<file path="src/rtl/i2c_rb_pkg.sv">
package i2c_rb_pkg;

    localparam int unsigned BYTE_W = 8;

    // Decoded fields of an accepted command byte
    typedef struct packed {
        logic start;
        logic stop;
        logic rd;
        logic wr;
        logic nack;
        logic iack;
    } cmd_req_t;

    // Stored control bits
    typedef struct packed {
        logic en;
        logic ien;
        logic mst;
    } ctrl_t;

    // Status byte as seen by the host, bit 7 down to bit 0
    typedef struct packed {
        logic rx_nack;
        logic busy;
        logic arb_lost;
        logic [2:0] zero;
        logic tip;
        logic flag;
    } stat_t;

    function automatic logic [BYTE_W-1:0] ctrl_byte(ctrl_t c);
        return {c.en, c.ien, c.mst, 5'b0};
    endfunction

endpackage

</file>
<file path="src/rtl/i2c_rb_prescale.sv">
module i2c_rb_prescale #(
    parameter int unsigned PS_W = 16,
    parameter int unsigned ADDR_W = 3,
    parameter logic [PS_W-1:0] RESET_VAL = '1
) (
    input  logic              clk,
    input  logic              rst,
    input  logic              wr_en,
    input  logic [ADDR_W-1:0] addr,
    input  logic [7:0]        wdata,
    input  logic              unlocked,
    output logic [PS_W-1:0]   prescale
);
    localparam int unsigned PS_BYTES = PS_W / 8;

    for (genvar g = 0; g < PS_BYTES; g++) begin : g_byte
        always_ff @(posedge clk) begin
            if (rst)
                prescale[g*8 +: 8] <= RESET_VAL[g*8 +: 8];
            else if (wr_en && unlocked && addr == ADDR_W'(g))
                prescale[g*8 +: 8] <= wdata;
        end
    end

    // prescaler frozen while the bank is in normal operation
    p_locked_r3: assert property (@(posedge clk) disable iff (rst)
        !unlocked |=> $stable(prescale));

endmodule

</file>
<file path="src/rtl/i2c_rb_cmd.sv">
module i2c_rb_cmd
    import i2c_rb_pkg::*;
(
    input  logic     clk,
    input  logic     rst,
    input  logic     wr_cmd,
    input  logic     accept,
    input  cmd_req_t req,
    output logic     cmd_start,
    output logic     cmd_stop,
    output logic     cmd_read,
    output logic     cmd_write,
    output logic     cmd_nack,
    output logic     iack
);
    logic go;
    assign go   = wr_cmd && accept;
    assign iack = go && req.iack;

    always_ff @(posedge clk) begin
        if (rst) begin
            cmd_start <= 1'b0;
            cmd_stop  <= 1'b0;
            cmd_read  <= 1'b0;
            cmd_write <= 1'b0;
            cmd_nack  <= 1'b0;
        end else begin
            cmd_start <= go && req.start;
            cmd_stop  <= go && req.stop;
            cmd_read  <= go && req.rd;
            cmd_write <= go && req.wr;
            if (go)
                cmd_nack <= req.rd && req.nack;
        end
    end

    // no strobe follows a cycle in which commands were refused
    p_gated_r6: assert property (@(posedge clk) disable iff (rst)
        !accept |=> !(cmd_start || cmd_stop || cmd_read || cmd_write));

    // a new NACK request only arrives together with a read strobe
    p_nack_with_read_r7: assert property (@(posedge clk) disable iff (rst)
        $rose(cmd_nack) |-> cmd_read);

endmodule

</file>
<file path="src/rtl/i2c_rb_irq.sv">
module i2c_rb_irq (
    input  logic clk,
    input  logic rst,
    input  logic done,
    input  logic clear,
    input  logic ien,
    output logic flag,
    output logic irq
);
    always_ff @(posedge clk) begin
        if (rst)
            flag <= 1'b0;
        else if (done)
            flag <= 1'b1;
        else if (clear)
            flag <= 1'b0;
    end

    assign irq = flag && ien;

    // a completion is never lost, even against a clear
    p_done_sets_r9: assert property (@(posedge clk) disable iff (rst)
        done |=> flag);

    p_clear_r9: assert property (@(posedge clk) disable iff (rst)
        (clear && !done) |=> !flag);

endmodule

</file>
<file path="src/rtl/i2c_regbank.sv">
module i2c_regbank
    import i2c_rb_pkg::*;
#(
    parameter int unsigned ADDR_W = 3,
    parameter int unsigned PS_W = 16,
    parameter logic [PS_W-1:0] PS_RESET = '1
) (
    input  logic              clk,
    input  logic              rst,
    input  logic [ADDR_W-1:0] bus_addr,
    input  logic              bus_wr,
    input  logic [7:0]        bus_wdata,
    output logic [7:0]        bus_rdata,
    output logic [PS_W-1:0]   prescale,
    output logic              ctl_en,
    output logic              ctl_master,
    output logic [7:0]        tx_data,
    output logic              cmd_start,
    output logic              cmd_stop,
    output logic              cmd_read,
    output logic              cmd_write,
    output logic              cmd_nack,
    input  logic [7:0]        eng_rx_data,
    input  logic              eng_done,
    input  logic              eng_rx_nack,
    input  logic              eng_busy,
    input  logic              eng_arb_lost,
    input  logic              eng_tip,
    output logic              irq
);
    localparam int unsigned PS_BYTES = PS_W / 8;
    localparam logic [ADDR_W-1:0] A_CTRL = ADDR_W'(PS_BYTES);
    localparam logic [ADDR_W-1:0] A_DATA = ADDR_W'(PS_BYTES + 1);
    localparam logic [ADDR_W-1:0] A_CMD  = ADDR_W'(PS_BYTES + 2);

    ctrl_t    ctrl_q;
    cmd_req_t req;
    stat_t    stat;
    logic     iack;
    logic     flag;

    always_ff @(posedge clk) begin
        if (rst) begin
            ctrl_q  <= '0;
            tx_data <= '0;
        end else if (bus_wr) begin
            if (bus_addr == A_CTRL)
                ctrl_q <= '{en: bus_wdata[7], ien: bus_wdata[6], mst: bus_wdata[5]};
            if (bus_addr == A_DATA)
                tx_data <= bus_wdata;
        end
    end

    assign ctl_en     = ctrl_q.en;
    assign ctl_master = ctrl_q.mst;

    assign req = '{start: bus_wdata[7], stop: bus_wdata[6], rd: bus_wdata[5],
                   wr: bus_wdata[4], nack: bus_wdata[3], iack: bus_wdata[0]};

    i2c_rb_prescale #(.PS_W(PS_W), .ADDR_W(ADDR_W), .RESET_VAL(PS_RESET)) i_prescale (
        .clk      (clk),
        .rst      (rst),
        .wr_en    (bus_wr),
        .addr     (bus_addr),
        .wdata    (bus_wdata),
        .unlocked (!ctrl_q.en),
        .prescale (prescale)
    );

    i2c_rb_cmd i_cmd (
        .clk       (clk),
        .rst       (rst),
        .wr_cmd    (bus_wr && bus_addr == A_CMD),
        .accept    (ctrl_q.en),
        .req       (req),
        .cmd_start (cmd_start),
        .cmd_stop  (cmd_stop),
        .cmd_read  (cmd_read),
        .cmd_write (cmd_write),
        .cmd_nack  (cmd_nack),
        .iack      (iack)
    );

    i2c_rb_irq i_irq (
        .clk   (clk),
        .rst   (rst),
        .done  (eng_done),
        .clear (iack),
        .ien   (ctrl_q.ien),
        .flag  (flag),
        .irq   (irq)
    );

    assign stat = '{rx_nack: eng_rx_nack, busy: eng_busy, arb_lost: eng_arb_lost,
                    zero: 3'b000, tip: eng_tip, flag: flag};

    always_comb begin
        bus_rdata = '0;
        for (int i = 0; i < PS_BYTES; i++)
            if (bus_addr == ADDR_W'(i))
                bus_rdata = prescale[i*8 +: 8];
        if (bus_addr == A_CTRL) bus_rdata = ctrl_byte(ctrl_q);
        if (bus_addr == A_DATA) bus_rdata = eng_rx_data;
        if (bus_addr == A_CMD)  bus_rdata = stat;
    end

    // the interrupt line needs interrupt enable
    p_irq_gate_r10: assert property (@(posedge clk) disable iff (rst)
        irq |-> bus_rdata != 8'h00 || bus_addr != A_CTRL);

    // a strobe only ever follows an accepted command write
    p_strobe_src_r6: assert property (@(posedge clk) disable iff (rst)
        (cmd_start || cmd_stop || cmd_read || cmd_write) |->
        $past(bus_wr && bus_addr == A_CMD && ctrl_q.en));

endmodule

</file>
<file path="config.mk">
export PLATFORM = sky130hd
export DESIGN_NAME = i2c_regbank
export DESIGN_NICKNAME = d
export VERILOG_FILES = /design/src/rtl/i2c_rb_pkg.sv /design/src/rtl/i2c_rb_prescale.sv /design/src/rtl/i2c_rb_cmd.sv /design/src/rtl/i2c_rb_irq.sv /design/src/rtl/i2c_regbank.sv
export SDC_FILE = /design/constraint.sdc
export NUM_CORES = 1
export LEC_CHECK = 0
export ABC_AREA = 1
export BUFFER_PORTS_ARGS = -buffer_cell sky130_fd_sc_hd__buf_2
export CORE_ASPECT_RATIO = 0.5
export CORE_MARGIN = 10
export CORE_UTILIZATION = 46
export CTS_CLUSTER_DIAMETER = 50
export DETAILED_ROUTE_END_ITERATION = 10
export PLACE_DENSITY_LB_ADDON = 0.25
export SLEW_MARGIN = 20
export SYNTH_ARGS = -nofsm -noshare
export SYNTH_HDL_FRONTEND = slang
export SYNTH_SLANG_ARGS = --single-unit
</file>
<file path="constraint.sdc">
create_clock -name clk -period 1.45 [get_ports clk]
set_input_delay 0.145 -clock clk [delete_from_list [all_inputs] [get_ports clk]]
set_output_delay 0.145 -clock clk [all_outputs]
set_load 0.02 [all_outputs]
</file>
## Word level (Yosys, flattened, before mapping)

Cells that the tools add are included.

| storage, ports and cells | value |
|---|---|
| register bits after elaboration | 33 |
| input bits | 27 |
| logic and storage cells | 40 |

| operators by class | value |
|---|---|
| equal/unequal tests | 4 |
| multiplexer cells | 7 |
| reductions and logical operators | 17 |

Operator list:

| operator | number |
|---|---|
| two-way mux 8 bit | 5 |
| logical AND 1 bit | 12 |
| == test 3 x 2 -> 1 bit (second input constant) | 2 |
| AND reduction 2 bit | 2 |
| == test 3 x 1 -> 1 bit (second input constant) | 1 |
| == test 3 bit (second input constant) | 1 |
| zero test 3 bit | 1 |
| two-way mux 1 bit | 2 |
| nonzero test 2 bit | 1 |
| zero test 1 bit | 1 |

## Depth between registers and ports, before layout

| logic depth | value |
|---|---|
| word-level depth | 6 |
| gate-level depth with buffers | 7 |

## Cells and area by module

Synthesis repeated with hierarchy kept, for this count alone.

| unflattened totals | value |
|---|---|
| cell total of the unflattened synthesis | 223 |
| area, all modules | 1664.1 µm² |

Modules (own cells, without submodules):

| module | instances | cells each | area each (µm²) | seq. area each (µm²) |
|---|---|---|---|---|
| i2c_regbank | 1 | 118 | 810.8 | 220.2 |
| i2c_rb_prescale | 1 | 74 | 629.4 | 320.3 |
| i2c_rb_cmd | 1 | 24 | 176.4 | 100.1 |
| i2c_rb_irq | 1 | 7 | 47.5 | 20.0 |

## Least setup slack after synthesis

OpenSTA, ideal clock, no wires.

| timing | value |
|---|---|
| path type | input port to output port |
| start | input port bus_addr[0] |
| end | output port bus_rdata[0] |
| arrival | 1034 ps |
| required time | 1305 ps |
| slack | 271 ps |
| cell stages on the path | 6 |
| path buffers | 2 |
| path through | buf_2 -> inv_2 -> nor3_4 -> buf_4 -> nand2_1 -> nand4_1 |

| on the way | value |
|---|---|
| word-level cells in the longest chain between the ends | 6 |
| elaborated cells on any way between the ends | 10 |

Ends and longest elaborated chain:

| item | RTL line | text |
|---|---|---|
| start: declaration | i2c_regbank.sv:10 | `input logic [ADDR_W-1:0] bus_addr,` |
| zero test 3 bit | i2c_regbank.sv:100 | `if (bus_addr == ADDR_W'(i))` |
| two-way mux 8 bit (2 in a row) | i2c_regbank.sv:100 |  |
| two-way mux 8 bit | i2c_regbank.sv:102 | `if (bus_addr == A_CTRL) bus_rdata = ctrl_byte(ctrl_q);` |
| two-way mux 8 bit | i2c_regbank.sv:103 | `if (bus_addr == A_DATA) bus_rdata = eng_rx_data;` |
| two-way mux 8 bit * | i2c_regbank.sv:104 | `if (bus_addr == A_CMD) bus_rdata = stat;` |
| end: declaration | i2c_regbank.sv:13 | `output logic [7:0] bus_rdata,` |

Every way passes the cells marked *; elsewhere a longest branch is shown, timed or not.

## Worst setup path in the final report

| timing | value |
|---|---|
| start | input port bus_addr[2] |
| end | output port bus_rdata[0] |

Same word-level chain as after synthesis.

==> flow_metrics.env <==
export IMPL_worstMarginPinSlew_ps=375
export IMPL_multi_input_area_um2=747
export IMPL_drtIter0Drc=75
export IMPL_critical_path_class="in -> out"
export IMPL_antenna_found_initial=0
export IMPL_via_per_inst=4.96
export IMPL_ys_seq_elements=33
export IMPL_grtUsageTotal_pct=15.7
export IMPL_p_seq_share_pct=48.3
export IMPL_fp_row_count=14
export IMPL_initial_core_util_pct=49.0
export IMPL_cts_buffers=5
export IMPL_grt_pass1_vias=1629
export IMPL_min_period_ps=1330
export IMPL_core_area_um2=3070
export IMPL_p_int_uw=1420
export IMPL_post_cts_resized=0
export IMPL_r2r_start="ctl_en$_SDFFE_PP0P_"
export IMPL_switching_share_pct=28.0
export IMPL_p_per_area_nw_per_um2=992
export IMPL_final_cells=320
export IMPL_finalNetCount=307
export IMPL_final_cell_mix="buf_2 (66), nand2_1 (54), nand3_1 (39), dfxtp_1 (33), nor2_1 (27)"
export IMPL_min_period_over_period_pct=91.5
export IMPL_slew_violations=0
export IMPL_overflow=0
export IMPL_route_met3_wl_um=378
export IMPL_cp_end_kind="output port"
export IMPL_clockPowerShare_pct=34.9
export IMPL_endpoint="bus_rdata[0]"
export IMPL_fillCellCount=280
export IMPL_dp_hpwl_mm=3.74
export IMPL_clk_path_buf_depth=2
export IMPL_grt_max_degree=19
export IMPL_power_frac_comb_pct=16.8
export IMPL_avgSynthCellArea_um2=7.22
export IMPL_die_width_um=101
export IMPL_m1WireLength_mm=1.95
export IMPL_yosys_warnings=0
export IMPL_postCtsSetupBuffers=0
export IMPL_cts_hold_buf=0
export IMPL_cts_root_buf="clkbuf_8"
export IMPL_leakage_uw=0.00104
export IMPL_final_seq_area_um2=661
export IMPL_setup_violations=0
export IMPL_cp_max_fo=9
export IMPL_gp_congestion=0.844
export IMPL_setup_tns_ps=0
export IMPL_ant_nets=0
export IMPL_reg2reg_slack_ps=250
export IMPL_top_layer="met4"
export IMPL_ys_seq_area_share_pct=44.0
export IMPL_diodes=0
export IMPL_drive_gt1_share_pct=32.9
export IMPL_routed_wl_mm=4.73
export IMPL_cts_clk_slew_worst_paths_ps=70
export IMPL_dp_cells=313
export IMPL_final_hold_violation_count=0
export IMPL_irDropWorstVdd_mv=0.696
export IMPL_switchingPower_uw=554
export IMPL_fmax_mhz=754
export IMPL_ios=67
export IMPL_relSlewSlack_pct=75.0
export IMPL_synth_cells=208
export IMPL_drt_pass1_iterations=4
export IMPL_htree_num_levels=2
export IMPL_drc_errors=0
export IMPL_clk_latency_ps=280
export IMPL_wl_met2_mm=2.31
export IMPL_die_h_um=60.4
export IMPL_cp_arrival_ps=1180
export IMPL_cts_sinks=33
export IMPL_status="finished, final reports clean"
export IMPL_cp_startpoint="bus_addr[2]"
export IMPL_synthDistinctLibCells=19
export IMPL_avgRoutedWirePerCell_um=14.8
export IMPL_netlist_area_um2=1500
export IMPL_dieArea_um2=6090
export IMPL_syn_nets=235
export IMPL_cts_tree="done"
export IMPL_final_common_cell="buf_2"
export IMPL_crit_required_ps=1310
export IMPL_worstSetupStartpointType="primary input"
export IMPL_rsz0062_at_grt="no"
export IMPL_min_from="rst"
export IMPL_port_buffers=66
export IMPL_area_growth_pct=32.9
export IMPL_drv_cap=0
export IMPL_min_path_type="in -> reg"
export IMPL_vias=1588
export IMPL_reg2reg_depth=4
export IMPL_reg2reg_to="i_prescale.prescale[14]$_SDFFE_PP1P_"
export IMPL_finClkSkew_ps=5.34
export IMPL_grt_pass1_wl_mm=7.65
[worst max-delay path: stages]
cell and delay, ps:
buf_2 180, inv_2 130, nand3_4 120, clkinvlp_4 200, nand2_1 110, nand4_1 110
buf_2 170
[flip-flops by register name, summed over array words and instances (netlist names)]
register / count
tx_data: 8
i_irq.flag: 1
i_cmd.cmd_write: 1
i_cmd.cmd_nack: 1
ctrl_q: 1
i_cmd.cmd_start: 1
ctl_master: 1
i_cmd.cmd_read: 1
i_prescale.prescale: 16
ctl_en: 1
i_cmd.cmd_stop: 1
[cell usage after synthesis (all sizes together)]
library cell   n  area share [%]
dfxtp         33              44
nand4         10             4.2
o21ai         11             3.7
nand3         41              15
nor2          30             8.9
inv           16             4.0
clkbuf         3            0.75
nand2         55              14
buf            4             1.5
nor3           4             3.9
a21oi          1            0.33
[power groups by stage]
stage          sequential (µW)  combinational [µW]  clock [µW]
2_1_floorplan             1000                 155           0
3_3_place_gp               975                 324           0
3_5_place_dp               975                 332           0
4_1_cts                    955                 334         697
5_1_grt                    958                 367         735
6_report                   956                 333         691
[kinds of logic (layout without fill, tap and decap cells)]
logic type             count (synthesis)  count (layout)  share of synthesized area (%)
AO/OA/AOI/OAI                         12              12                           4.00
flip-flops                            33              33                           44.0
buffers and inverters                 23              95                           6.25
AND/OR/NAND/NOR                      140             140                           45.8
[worst min-delay path by stage]
stage                                     end  slack [ps]  depth (start not counted)
finish              i_cmd.cmd_read$_SDFF_PP0_          70                          2
detailed placement    i_irq.flag$_SDFFE_PP0P_         370                          2
CTS                   i_irq.flag$_SDFFE_PP0P_          70                          2
global route          i_irq.flag$_SDFFE_PP0P_          70                          2
global placement      i_irq.flag$_SDFFE_PP0P_         360                          2
floorplan             i_irq.flag$_SDFFE_PP0P_         210                          1
[per-stage QoR]
stage | cell area [µm²] | util [%] | power (µW) | worst slack, ps | hold slack (ps)
after floorplan | 1500 | - | 1160 | 271 | 214
after global placement | 1910 | 62.2 | 1300 | 141 | 364
after detailed placement | 1910 | 62.2 | 1310 | 56.3 | 370
after CTS | 1990 | 65.0 | 1990 | 51.9 | 71.8
after global routing | 2000 | 65.1 | 2060 | 33.1 | 69.6
final | 2000 | 65.1 | 1980 | 124 | 74.2
[layout make-up]
cell class | count | area share (%)
clock buffer | 7 | 4.33
timing repair buffer | 72 | 19.4
sequential | 33 | 33.1
multi-input combinational | 152 | 37.4
inverter | 16 | 3.20
tap | 40 | 2.51
[layer usage]
layer | track usage, % | up-vias
li1 | - | 821
met1 | 16.7 | 721
met2 | 28.4 | 38
met3 | 5.78 | 8
met4 | 6.20 | 0
met5 | 0 | -
Note: power is estimated with default switching activity, not from simulation.
